==> src/rtl/xbr_pkg.sv <==
package xbr_pkg;
  // Kind of response queued toward the host for the next cycle
  typedef enum logic [1:0] {
    RK_NONE  = 2'd0,
    RK_DATA  = 2'd1,
    RK_FAULT = 2'd2
  } rsp_kind_e;
endpackage

==> src/rtl/xbr_window.sv <==
module xbr_window #(
  parameter int PAW = 40,
  parameter int VAW = 32
) (
  input  logic           clk,
  input  logic           rst_n,
  input  logic           cfg_load,
  input  logic [PAW-1:0] cfg_base,
  input  logic [PAW-1:0] cfg_size,
  input  logic [PAW-1:0] req_addr,
  output logic           hit,
  output logic [VAW-1:0] vaddr
);
  logic [PAW-1:0] base_q, base_n;
  logic [PAW-1:0] size_q, size_n;
  logic [PAW-1:0] offs;

  always_comb begin
    base_n = base_q;
    size_n = size_q;
    if (cfg_load) begin
      base_n = cfg_base;
      size_n = cfg_size;
    end
  end

  always_ff @(posedge clk or negedge rst_n) begin
    if (!rst_n) begin
      base_q <= '0;
      size_q <= '0;
    end else if (cfg_load) begin
      base_q <= base_n;
      size_q <= size_n;
    end
  end

  // Unsigned offset: addresses below base wrap to a huge value and miss
  always_comb begin
    offs  = req_addr - base_q;
    hit   = (offs < size_q);
    vaddr = offs[VAW-1:0];
  end
endmodule

==> src/rtl/xbr_crq.sv <==
module xbr_crq
  import xbr_pkg::*;
#(
  parameter int VAW = 32,
  parameter int DW  = 32
) (
  input  logic           clk,
  input  logic           rst_n,
  input  logic           acc,
  input  logic           hit,
  input  logic           req_wr,
  input  logic [VAW-1:0] req_vaddr,
  input  logic [DW-1:0]  req_wdata,
  output logic           busy,
  output logic           cm_vld,
  output logic           cm_wr,
  output logic [VAW-1:0] cm_addr,
  output logic [DW-1:0]  cm_wdata,
  input  logic           cm_stop,
  input  logic           cm_rsp_vld,
  input  logic [DW-1:0]  cm_rsp_data,
  output logic           rsp_vld,
  output logic           rsp_err,
  output logic [DW-1:0]  rsp_data
);
  logic           vld_q, vld_n;
  logic           wr_q;
  logic [VAW-1:0] addr_q;
  logic [DW-1:0]  wdata_q;
  logic           pend_q, pend_n;
  logic           rvld_q, rerr_q, rerr_n;
  logic [DW-1:0]  rdata_q, rdata_n;
  logic           hold, load_en, rsp_en;
  rsp_kind_e      kind;

  always_comb begin
    hold    = vld_q && cm_stop;
    busy    = hold || pend_q;
    load_en = !hold && acc && hit;
    vld_n   = hold ? 1'b1 : load_en;

    pend_n = pend_q;
    if (cm_rsp_vld) pend_n = 1'b0;
    if (load_en && !req_wr) pend_n = 1'b1;

    if (pend_q && cm_rsp_vld)  kind = RK_DATA;
    else if (acc && !hit)      kind = RK_FAULT;
    else                       kind = RK_NONE;

    rsp_en  = (kind != RK_NONE);
    rerr_n  = (kind == RK_FAULT);
    rdata_n = (kind == RK_DATA) ? cm_rsp_data : '0;
  end

  always_ff @(posedge clk or negedge rst_n) begin
    if (!rst_n) begin
      vld_q  <= 1'b0;
      pend_q <= 1'b0;
      rvld_q <= 1'b0;
    end else begin
      vld_q  <= vld_n;
      pend_q <= pend_n;
      rvld_q <= rsp_en;
    end
  end

  always_ff @(posedge clk or negedge rst_n) begin
    if (!rst_n) begin
      wr_q    <= 1'b0;
      addr_q  <= '0;
      wdata_q <= '0;
    end else if (load_en) begin
      wr_q    <= req_wr;
      addr_q  <= req_vaddr;
      wdata_q <= req_wdata;
    end
  end

  always_ff @(posedge clk or negedge rst_n) begin
    if (!rst_n) begin
      rerr_q  <= 1'b0;
      rdata_q <= '0;
    end else if (rsp_en) begin
      rerr_q  <= rerr_n;
      rdata_q <= rdata_n;
    end
  end

  assign cm_vld   = vld_q;
  assign cm_wr    = wr_q;
  assign cm_addr  = addr_q;
  assign cm_wdata = wdata_q;
  assign rsp_vld  = rvld_q;
  assign rsp_err  = rerr_q;
  assign rsp_data = rdata_q;
endmodule

==> src/rtl/xbr_mrq.sv <==
module xbr_mrq #(
  parameter int VAW = 32,
  parameter int DW  = 32
) (
  input  logic           clk,
  input  logic           rst_n,
  input  logic           mrq_vld,
  input  logic           mrq_wr,
  input  logic [VAW-1:0] mrq_addr,
  input  logic [DW-1:0]  mrq_data,
  output logic           mrq_stop,
  output logic           mrq_rsp_vld,
  output logic [DW-1:0]  mrq_rsp_data,
  output logic           up_vld,
  output logic           up_wr,
  output logic [VAW-1:0] up_addr,
  output logic [DW-1:0]  up_data,
  input  logic           up_stop,
  input  logic           up_rsp_vld,
  input  logic [DW-1:0]  up_rsp_data,
  input  logic           mod_irq,
  output logic           irq_out
);
  logic irq_q, irq_n;

  assign up_vld       = mrq_vld;
  assign up_wr        = mrq_wr;
  assign up_addr      = mrq_addr;
  assign up_data      = mrq_data;
  assign mrq_stop     = up_stop;
  assign mrq_rsp_vld  = up_rsp_vld;
  assign mrq_rsp_data = up_rsp_data;

  always_comb irq_n = mod_irq;

  always_ff @(posedge clk or negedge rst_n) begin
    if (!rst_n) irq_q <= 1'b0;
    else        irq_q <= irq_n;
  end

  assign irq_out = irq_q;
endmodule

==> src/rtl/xbr_bridge.sv <==
module xbr_bridge #(
  parameter int PAW = 40,
  parameter int VAW = 32,
  parameter int DW  = 32
) (
  input  logic           clk,
  input  logic           rst_n,
  input  logic           cfg_load,
  input  logic [PAW-1:0] cfg_base,
  input  logic [PAW-1:0] cfg_size,
  input  logic           hst_req_vld,
  input  logic           hst_req_wr,
  input  logic [PAW-1:0] hst_req_addr,
  input  logic [DW-1:0]  hst_req_wdata,
  output logic           hst_req_stop,
  output logic           hst_rsp_vld,
  output logic           hst_rsp_err,
  output logic [DW-1:0]  hst_rsp_data,
  output logic           cm_vld,
  output logic           cm_wr,
  output logic [VAW-1:0] cm_addr,
  output logic [DW-1:0]  cm_wdata,
  input  logic           cm_stop,
  input  logic           cm_rsp_vld,
  input  logic [DW-1:0]  cm_rsp_data,
  input  logic           mrq_vld,
  input  logic           mrq_wr,
  input  logic [VAW-1:0] mrq_addr,
  input  logic [DW-1:0]  mrq_data,
  output logic           mrq_stop,
  output logic           mrq_rsp_vld,
  output logic [DW-1:0]  mrq_rsp_data,
  output logic           up_vld,
  output logic           up_wr,
  output logic [VAW-1:0] up_addr,
  output logic [DW-1:0]  up_data,
  input  logic           up_stop,
  input  logic           up_rsp_vld,
  input  logic [DW-1:0]  up_rsp_data,
  input  logic           mod_irq,
  output logic           irq_out
);
  logic           win_hit;
  logic [VAW-1:0] win_vaddr;
  logic           busy;
  logic           accept;

  assign hst_req_stop = busy;
  assign accept       = hst_req_vld && !busy;

  xbr_window #(.PAW(PAW), .VAW(VAW)) u_win (
    .clk      (clk),
    .rst_n    (rst_n),
    .cfg_load (cfg_load),
    .cfg_base (cfg_base),
    .cfg_size (cfg_size),
    .req_addr (hst_req_addr),
    .hit      (win_hit),
    .vaddr    (win_vaddr)
  );

  xbr_crq #(.VAW(VAW), .DW(DW)) u_crq (
    .clk         (clk),
    .rst_n       (rst_n),
    .acc         (accept),
    .hit         (win_hit),
    .req_wr      (hst_req_wr),
    .req_vaddr   (win_vaddr),
    .req_wdata   (hst_req_wdata),
    .busy        (busy),
    .cm_vld      (cm_vld),
    .cm_wr       (cm_wr),
    .cm_addr     (cm_addr),
    .cm_wdata    (cm_wdata),
    .cm_stop     (cm_stop),
    .cm_rsp_vld  (cm_rsp_vld),
    .cm_rsp_data (cm_rsp_data),
    .rsp_vld     (hst_rsp_vld),
    .rsp_err     (hst_rsp_err),
    .rsp_data    (hst_rsp_data)
  );

  xbr_mrq #(.VAW(VAW), .DW(DW)) u_mrq (
    .clk          (clk),
    .rst_n        (rst_n),
    .mrq_vld      (mrq_vld),
    .mrq_wr       (mrq_wr),
    .mrq_addr     (mrq_addr),
    .mrq_data     (mrq_data),
    .mrq_stop     (mrq_stop),
    .mrq_rsp_vld  (mrq_rsp_vld),
    .mrq_rsp_data (mrq_rsp_data),
    .up_vld       (up_vld),
    .up_wr        (up_wr),
    .up_addr      (up_addr),
    .up_data      (up_data),
    .up_stop      (up_stop),
    .up_rsp_vld   (up_rsp_vld),
    .up_rsp_data  (up_rsp_data),
    .mod_irq      (mod_irq),
    .irq_out      (irq_out)
  );
endmodule

==> config.mk <==
export PLATFORM = sky130hd
export DESIGN_NAME = xbr_bridge
export DESIGN_NICKNAME = d
export VERILOG_FILES = /design/src/rtl/xbr_pkg.sv /design/src/rtl/xbr_window.sv /design/src/rtl/xbr_crq.sv /design/src/rtl/xbr_mrq.sv /design/src/rtl/xbr_bridge.sv
export SDC_FILE = /design/constraint.sdc
export NUM_CORES = 1
export LEC_CHECK = 0
export BUFFER_PORTS_ARGS = -buffer_cell sky130_fd_sc_hd__buf_2
export CAP_MARGIN = 20
export CORE_AREA = 10 10 182 184
export CTS_BUF_LIST = sky130_fd_sc_hd__clkbuf_8
export CTS_CLUSTER_SIZE = 10
export DETAILED_ROUTE_END_ITERATION = 8
export DIE_AREA = 0 0 192 194
export PLACE_DENSITY_LB_ADDON = 0.1
export SLEW_MARGIN = 5
export SYNTH_ARGS = -nofsm -noshare
export SYNTH_HDL_FRONTEND = slang
export SYNTH_HIERARCHICAL = 1
export SYNTH_SLANG_ARGS = --single-unit
==> constraint.sdc <==
create_clock -name clk -period 12.4 [get_ports clk]
set_clock_uncertainty 0.15 [all_clocks]
set_input_delay 1.86 -clock clk [delete_from_list [all_inputs] [get_ports clk]]
set_output_delay 1.86 -clock clk [all_outputs]
set_load 0.02 [all_outputs]
==> flow_metrics.tcl, run 1 <==
set metrics [dict create \
    yosysSeqAreaShare_pct 42.1 \
    p_sw_mw 0.999 \
    path_class "primary input to flip-flop" \
    clock_latency_ns 0.47 \
    fin_tns_setup_ns 0 \
    end_kind "flip-flop" \
    antenna_left 0 \
    antenna_found_initial 1 \
    fin_crit_sh_pct 58.8 \
    start_kind "primary input" \
    cts_made_buffers 17 \
    fp.coreArea_um2 29400 \
    whs_ns 0.344 \
    nNetsFinal 1630 \
    synth_cell_types 66 \
    ys_ff_latch 182 \
    hold_path_depth 1 \
    hold_violations 0 \
    drt_pass1_iterations 5 \
    die_y_um 194 \
    peakVddDrop_v 0.000113 \
    cts_max_level 4 \
    synth-edff-count 0 \
    wl_per_cell_um 19.4 \
    dp_hpwl_um 25100 \
    drc_errors 0 \
    grt_max_degree 109 \
    route.vias.total 8207 \
    num_rows 63 \
    max-clock-path-buffers 2 \
    run_status "finished clean" \
    netlist_area_um2 10800 \
    finalPower_mw 2.36 \
    slew_headroom_pct 39.1 \
    io_pins 494 \
    p_comb_share_pct 46.1 \
    p_leak_nw 6.13 \
    critPathArrivalTime_ns 7.48 \
    drtIter0Drc 528 \
    yosysWarnings 6 \
    fmax_mhz 137 \
    viasPerCell 4.94 \
    cts_hold_buffers 0 \
    maxSlewViolCount 0 \
    cts_setup_buffers 0 \
    drive_gt1_share_pct 32.2 \
    grt_pass1_vias 8741 \
    syn_avg_cell_area_um2 9.90 \
    clockPowerShare_pct 16.4 \
    ctsResizeCount 0 \
    synth_flop_cell "dfrtp_1" \
    root_buffer "clkbuf_8" \
    reg2regPathDepth 21 \
    dieArea_um2 37200 \
    crit_required_ns 12.59 \
    die_w_um 192 \
    swShare_pct 42.3 \
    min_period_ns 7.29 \
    n_antenna_cell 0 \
    dp_slack_ns 4.56 \
    hp-class "flip-flop to flip-flop" \
    setup_viol_count_final 0 \
    pwr_density_cell_nw_per_um2 194 \
    max_cap_viol_count 0 \
    seq_power_share_pct 37.5 \
    worst_pin_slew_ns 0.913 \
    async_reset_ff_share_pct 100 \
    cts_tree "built" \
    grt_pass1_wl_um 50300 \
    setup_slack_ns 5.11 \
    clkTransAtPathRegs_ns 0.09 \
    p_int_mw 1.36 \
    syn2layout_area_growth_pct 12.3 \
    rsz0062_at_grt "false" \
    synth_cells 1092 \
    gr-total-overflow 0 \
    floorplan.initialDensity_pct 36.8 \
    clock-sinks 182 \
    place_congestion 0.815 \
    portBuffers 293 \
    syn_nets 1463 \
    nFillCells 2965 \
    worstPathMaxFanout 39 \
    grt_usage_pct 17.1 \
    totalWireLength_um 32300 \
]
==> per-stage QoR <==
| stage | cell area [um2] | util [%] | cells |
|---|---|---|---|
| floorplan | 10800 | - | 1092 |
| global placement | 11800 | 40.0 | 1629 |
| detailed placement | 11800 | 40.0 | 1629 |
| CTS | 12100 | 41.2 | 1661 |
| global route | 12100 | 41.3 | 1662 |
| finish | 12100 | 41.3 | 1662 |
==> power by group through the flow <==
| stage | combinational (mW) | clock [mW] | sequential, mW |
|---|---|---|---|
| final | 1.09 | 0.386 | 0.884 |
| after global routing | 1.19 | 0.435 | 0.913 |
| after CTS | 1.11 | 0.410 | 0.884 |
| after detailed placement | 1.10 | 0 | 0.893 |
| after global placement | 1.09 | 0 | 0.894 |
| after floorplan | 0.561 | 0 | 1.09 |
==> kinds of logic (layout without fill, tap and decap cells) <==
| group | count (synthesis) | after routing | synth area share, % |
|---|---|---|---|
| simple gates | 207 | 207 | 8.69 |
| xor+xnor | 39 | 39 | 3.16 |
| fa+ha+maj | 79 | 79 | 9.21 |
| buf+inv | 236 | 416 | 12.7 |
| compound gates | 279 | 279 | 16.8 |
| flops | 182 | 182 | 42.1 |
| mux | 70 | 70 | 7.27 |
==> critical path: stages <==
cell,delay (ns)
buf_2,0.11
inv_1,0.05
ha_1,0.18
inv_1,0.06
fa_1,0.40
a21o_1,0.20
a221oi_2,0.45
nor3_1,0.14
o21ai_1,0.32
o21ai_0,0.24
a21oi_1,0.21
xnor2_1,0.14
ha_1,0.27
a21o_1,0.16
a21o_1,0.17
a211oi_1,0.20
o21ai_0,0.12
a21oi_1,0.13
o21a_1,0.20
nand2_1,0.12
a21oi_4,0.68
buf_4,0.63
mux2_2,0.41
==> metal layers <==
metal	track usage, %	part of all wire [%]	vias to the layer above
met5	0	0.056	-
met1	21.2	43	3919
met3	3.62	5.7	72
li1	-	-	3998
met4	5.21	2.2	2
met2	29.1	49	216
==> final cells by class <==
cell class / instances / area [um2] / share of cell area (%)
Multi-Input combinational cell: 674 / 4880 / 40.2
Sequential cell: 182 / 4550 / 37.5
Timing Repair Buffer: 299 / 1540 / 12.7
Tap cell: 390 / 488 / 4.02
Inverter: 85 / 319 / 2.63
Clock buffer: 17 / 234 / 1.93
Clock inverter: 15 / 115 / 0.948
==> Yosys cell counts, drive strengths merged (28+ instances only) <==
cell	number	area, um2
buf	132	981
inv	85	319
o21ai	103	515
a21o	28	210
nor2	30	115
dfrtp	182	4550
mux2	68	766
a21oi	51	270
ha	78	976
nand2	120	450
a22o	33	289
==> worst paths after layout <==
kind / from / endpoint / slack, ns
setup / recovery: hst_req_addr[0] / u_crq/cm_addr[21] / 5.11
hold reg to reg: u_crq/cm_addr[23] / u_crq/cm_addr[23] / 0.34
setup reg to reg: u_win/base_q[0] / u_crq/cm_addr[21] / 6.31
min in group asynchronous: rst_n / u_win/base_q[33] / 1.34
max in group asynchronous: rst_n / u_crq/cm_addr[18] / 9.43
hold / removal: u_crq/cm_addr[23] / u_crq/cm_addr[23] / 0.34
==> flip-flops by register name, indices dropped and copies added, names as in the netlist <==
| signal | cells |
|---|---|
| u_crq/cm_wr | 1 |
| u_mrq/irq_out | 1 |
| u_crq/cm_addr | 32 |
| u_win/base_q | 40 |
| u_crq/rsp_err | 1 |
| u_crq/pend_q | 1 |
| u_crq/cm_wdata | 32 |
| u_crq/rsp_vld | 1 |
| u_crq/rsp_data | 32 |
| u_crq/cm_vld | 1 |
| u_win/size_q | 40 |
==> cell usage in the layout, fill, tap and decap left out, types with 7 or more instances in the layout <==
master    Yosys  layout
mux2_1        7       7
xor2_1       20      20
a22o_1       33      33
nand3_1       7       7
a21o_1       28      28
nor2_1       29      29
a31oi_1       9       9
mux2_2       61      61
nand2_1     120     120
buf_2        10     291
o21ai_0     100     100
ha_1         78      78
nand4_1      19      19
a21oi_1      49      49
inv_1        85      86
o21a_1       12      12
clkbuf_8      0      18
xnor2_1      19      19
dfrtp_1     182     182
Power figures use the tool's default switching activity.
==> run 2, diff against run 1 <==
--- a/config.mk
+++ b/config.mk
@@ -7,11 +7,11 @@
 export LEC_CHECK = 0
 export BUFFER_PORTS_ARGS = -buffer_cell sky130_fd_sc_hd__buf_2
 export CAP_MARGIN = 20
-export CORE_AREA = 10 10 182 184
+export CORE_AREA = 10 10 183 185
 export CTS_BUF_LIST = sky130_fd_sc_hd__clkbuf_8
 export CTS_CLUSTER_SIZE = 10
 export DETAILED_ROUTE_END_ITERATION = 8
-export DIE_AREA = 0 0 192 194
+export DIE_AREA = 0 0 193 195
 export PLACE_DENSITY_LB_ADDON = 0.1
 export SLEW_MARGIN = 5
 export SYNTH_ARGS = -nofsm -noshare
==> constraint.sdc (replaced) <==
create_clock -name clk -period 6 [get_ports clk]
set_clock_uncertainty 0.15 [all_clocks]
set_input_delay 0.9 -clock clk [delete_from_list [all_inputs] [get_ports clk]]
set_output_delay 0.9 -clock clk [all_outputs]
set_load 0.02 [all_outputs]
==> flow_metrics.tcl, run 2 (synthesized netlist as in run 1, its figures left out) <==
set metrics [dict create \
    run_status "finished clean" \
    fp.coreArea_um2 30000 \
    fin_crit_sh_pct 88.4 \
    cts_max_level 4 \
    p_leak_nw 6.19 \
    gr-usage-met3_pct 3.87 \
    dieArea_um2 37600 \
    nNetsFinal 1635 \
    max_cap_viol_count 0 \
    dp_hpwl_um 25600 \
    max-clock-path-buffers 2 \
    fin_tns_setup_ns 0 \
    cts_hold_buffers 0 \
    start_kind "primary input" \
    setup_slack_ns 0.699 \
    ctsResizeCount 0 \
    dp_slack_ns 0.194 \
    worstPathMaxFanout 13 \
    worst_pin_slew_ns 0.789 \
    use_met1_pct 20.8 \
    antenna_found_initial 1 \
    fmax_mhz 189 \
    drive_gt1_share_pct 32.2 \
    grt-busiest-layer "met2" \
    cts_tree "built" \
    setup_viol_count_final 0 \
    rsz0062_at_grt "false" \
    antenna_left 0 \
    root_buffer "clkbuf_8" \
    num_rows 64 \
    maxSlewViolCount 0 \
    layout_common_cells "buf_2 (291), dfrtp_1 (182), nand2_1 (120)" \
    grt_max_degree 91 \
    totalWireLength_um 32400 \
    clkTransAtPathRegs_ns 0.10 \
    cts_setup_buffers 0 \
    peakVddDrop_v 0.000213 \
    utilization_pct 40.8 \
    drc_errors 0 \
    die_y_um 195 \
    syn2layout_area_growth_pct 13.3 \
    hp-class "primary input to asynchronous set/reset pin" \
    slew_headroom_pct 47.4 \
    finalPower_mw 4.98 \
    hold_violations 0 \
    layout_commonest_cell "buf_2" \
    drtIter0Drc 364 \
    io_pins 494 \
    viasPerCell 4.93 \
    wl_per_cell_um 19.3 \
    cts_made_buffers 17 \
    grt_usage_pct 17.0 \
    drt_pass1_iterations 4 \
    floorplan.initialDensity_pct 36.0 \
    pwr_density_cell_nw_per_um2 407 \
    critPathArrivalTime_ns 5.53 \
    clock-sinks 182 \
    route.vias.total 8244 \
    min_period_ns 5.30 \
    place_congestion 0.822 \
    portBuffers 293 \
    gr-total-overflow 0 \
    path_class "primary input to flip-flop" \
    die_w_um 193 \
    clock_latency_ns 0.49 \
    reg_top3 "u_win/base_q x40, u_win/size_q x40" \
    grt_pass1_vias 8601 \
    grt_util_met2_pct 28.8 \
    end_kind "flip-flop" \
    crit_required_ns 6.23 \
    grt_pass1_wl_um 49900 \
]
-- run 2: final cells by class --
class	count	area, um2
diodes	1	2.50
clock buffers	17	234
clock inverters	14	154
fillers	3111	17800
inverters	85	319
multi-input cells	674	4880
flip-flops and latches	182	4550
well taps	396	495
repair buffers	304	1610
-- run 2: per-layer routing --
layer,share of wire [%],up-vias
li1,-,4000
met5,0.022,-
met4,1.7,2
met3,5.6,55
met1,43,3955
met2,50,232
-- run 2: critical path: stages --
cell and delay, ns:
buf_2 0.11, ha_1 0.36, a21o_1 0.23, a31oi_1 0.33, a21boi_0 0.22, a21oi_1 0.31, o21ba_2 0.19, o21ai_0 0.10
xor2_1 0.27, ha_1 0.30, a21o_1 0.16, a21o_1 0.17, a211oi_1 0.21, o41ai_1 0.14, a211oi_1 0.32, o21a_1 0.22
nand2_1 0.12, a21oi_4 0.21, buf_4 0.27, mux2_2 0.36
-- run 2: final timing paths --
path | from | to | slack, ns | cells after the start
min in group clk | u_crq/cm_addr[23] | u_crq/cm_addr[23] | 0.35 | 1
setup reg to reg | u_win/base_q[1] | u_crq/cm_addr[6] | 0.85 | 20
setup / recovery | hst_req_addr[4] | u_crq/cm_addr[6] | 0.70 | 20
hold reg to reg | u_crq/cm_addr[23] | u_crq/cm_addr[23] | 0.35 | 1
max in group asynchronous | rst_n | u_crq/cm_wdata[2] | 4.13 | 2
hold / removal | rst_n | u_crq/cm_wdata[24] | 0.26 | 1
-- run 2: stage by stage --
| stage | hold slack (ns) | cell area (um2) | cells |
|---|---|---|---|
| final | 0.261 | 12300 | 1673 |
| after global routing | 0.314 | 12200 | 1672 |
| after CTS | 0.288 | 12200 | 1672 |
| after floorplan | 0.323 | 10800 | 1092 |
| after global placement | 0.315 | 11900 | 1641 |
| after detailed placement | 0.324 | 11900 | 1641 |
-- run 2: report_power, final --
| group | switching [mW] | internal, mW |
|---|---|---|
| clock network | 0.487 | 0.374 |
| registers | 0.211 | 1.62 |
| logic | 1.36 | 0.923 |
| total | 2.06 | 2.92 |
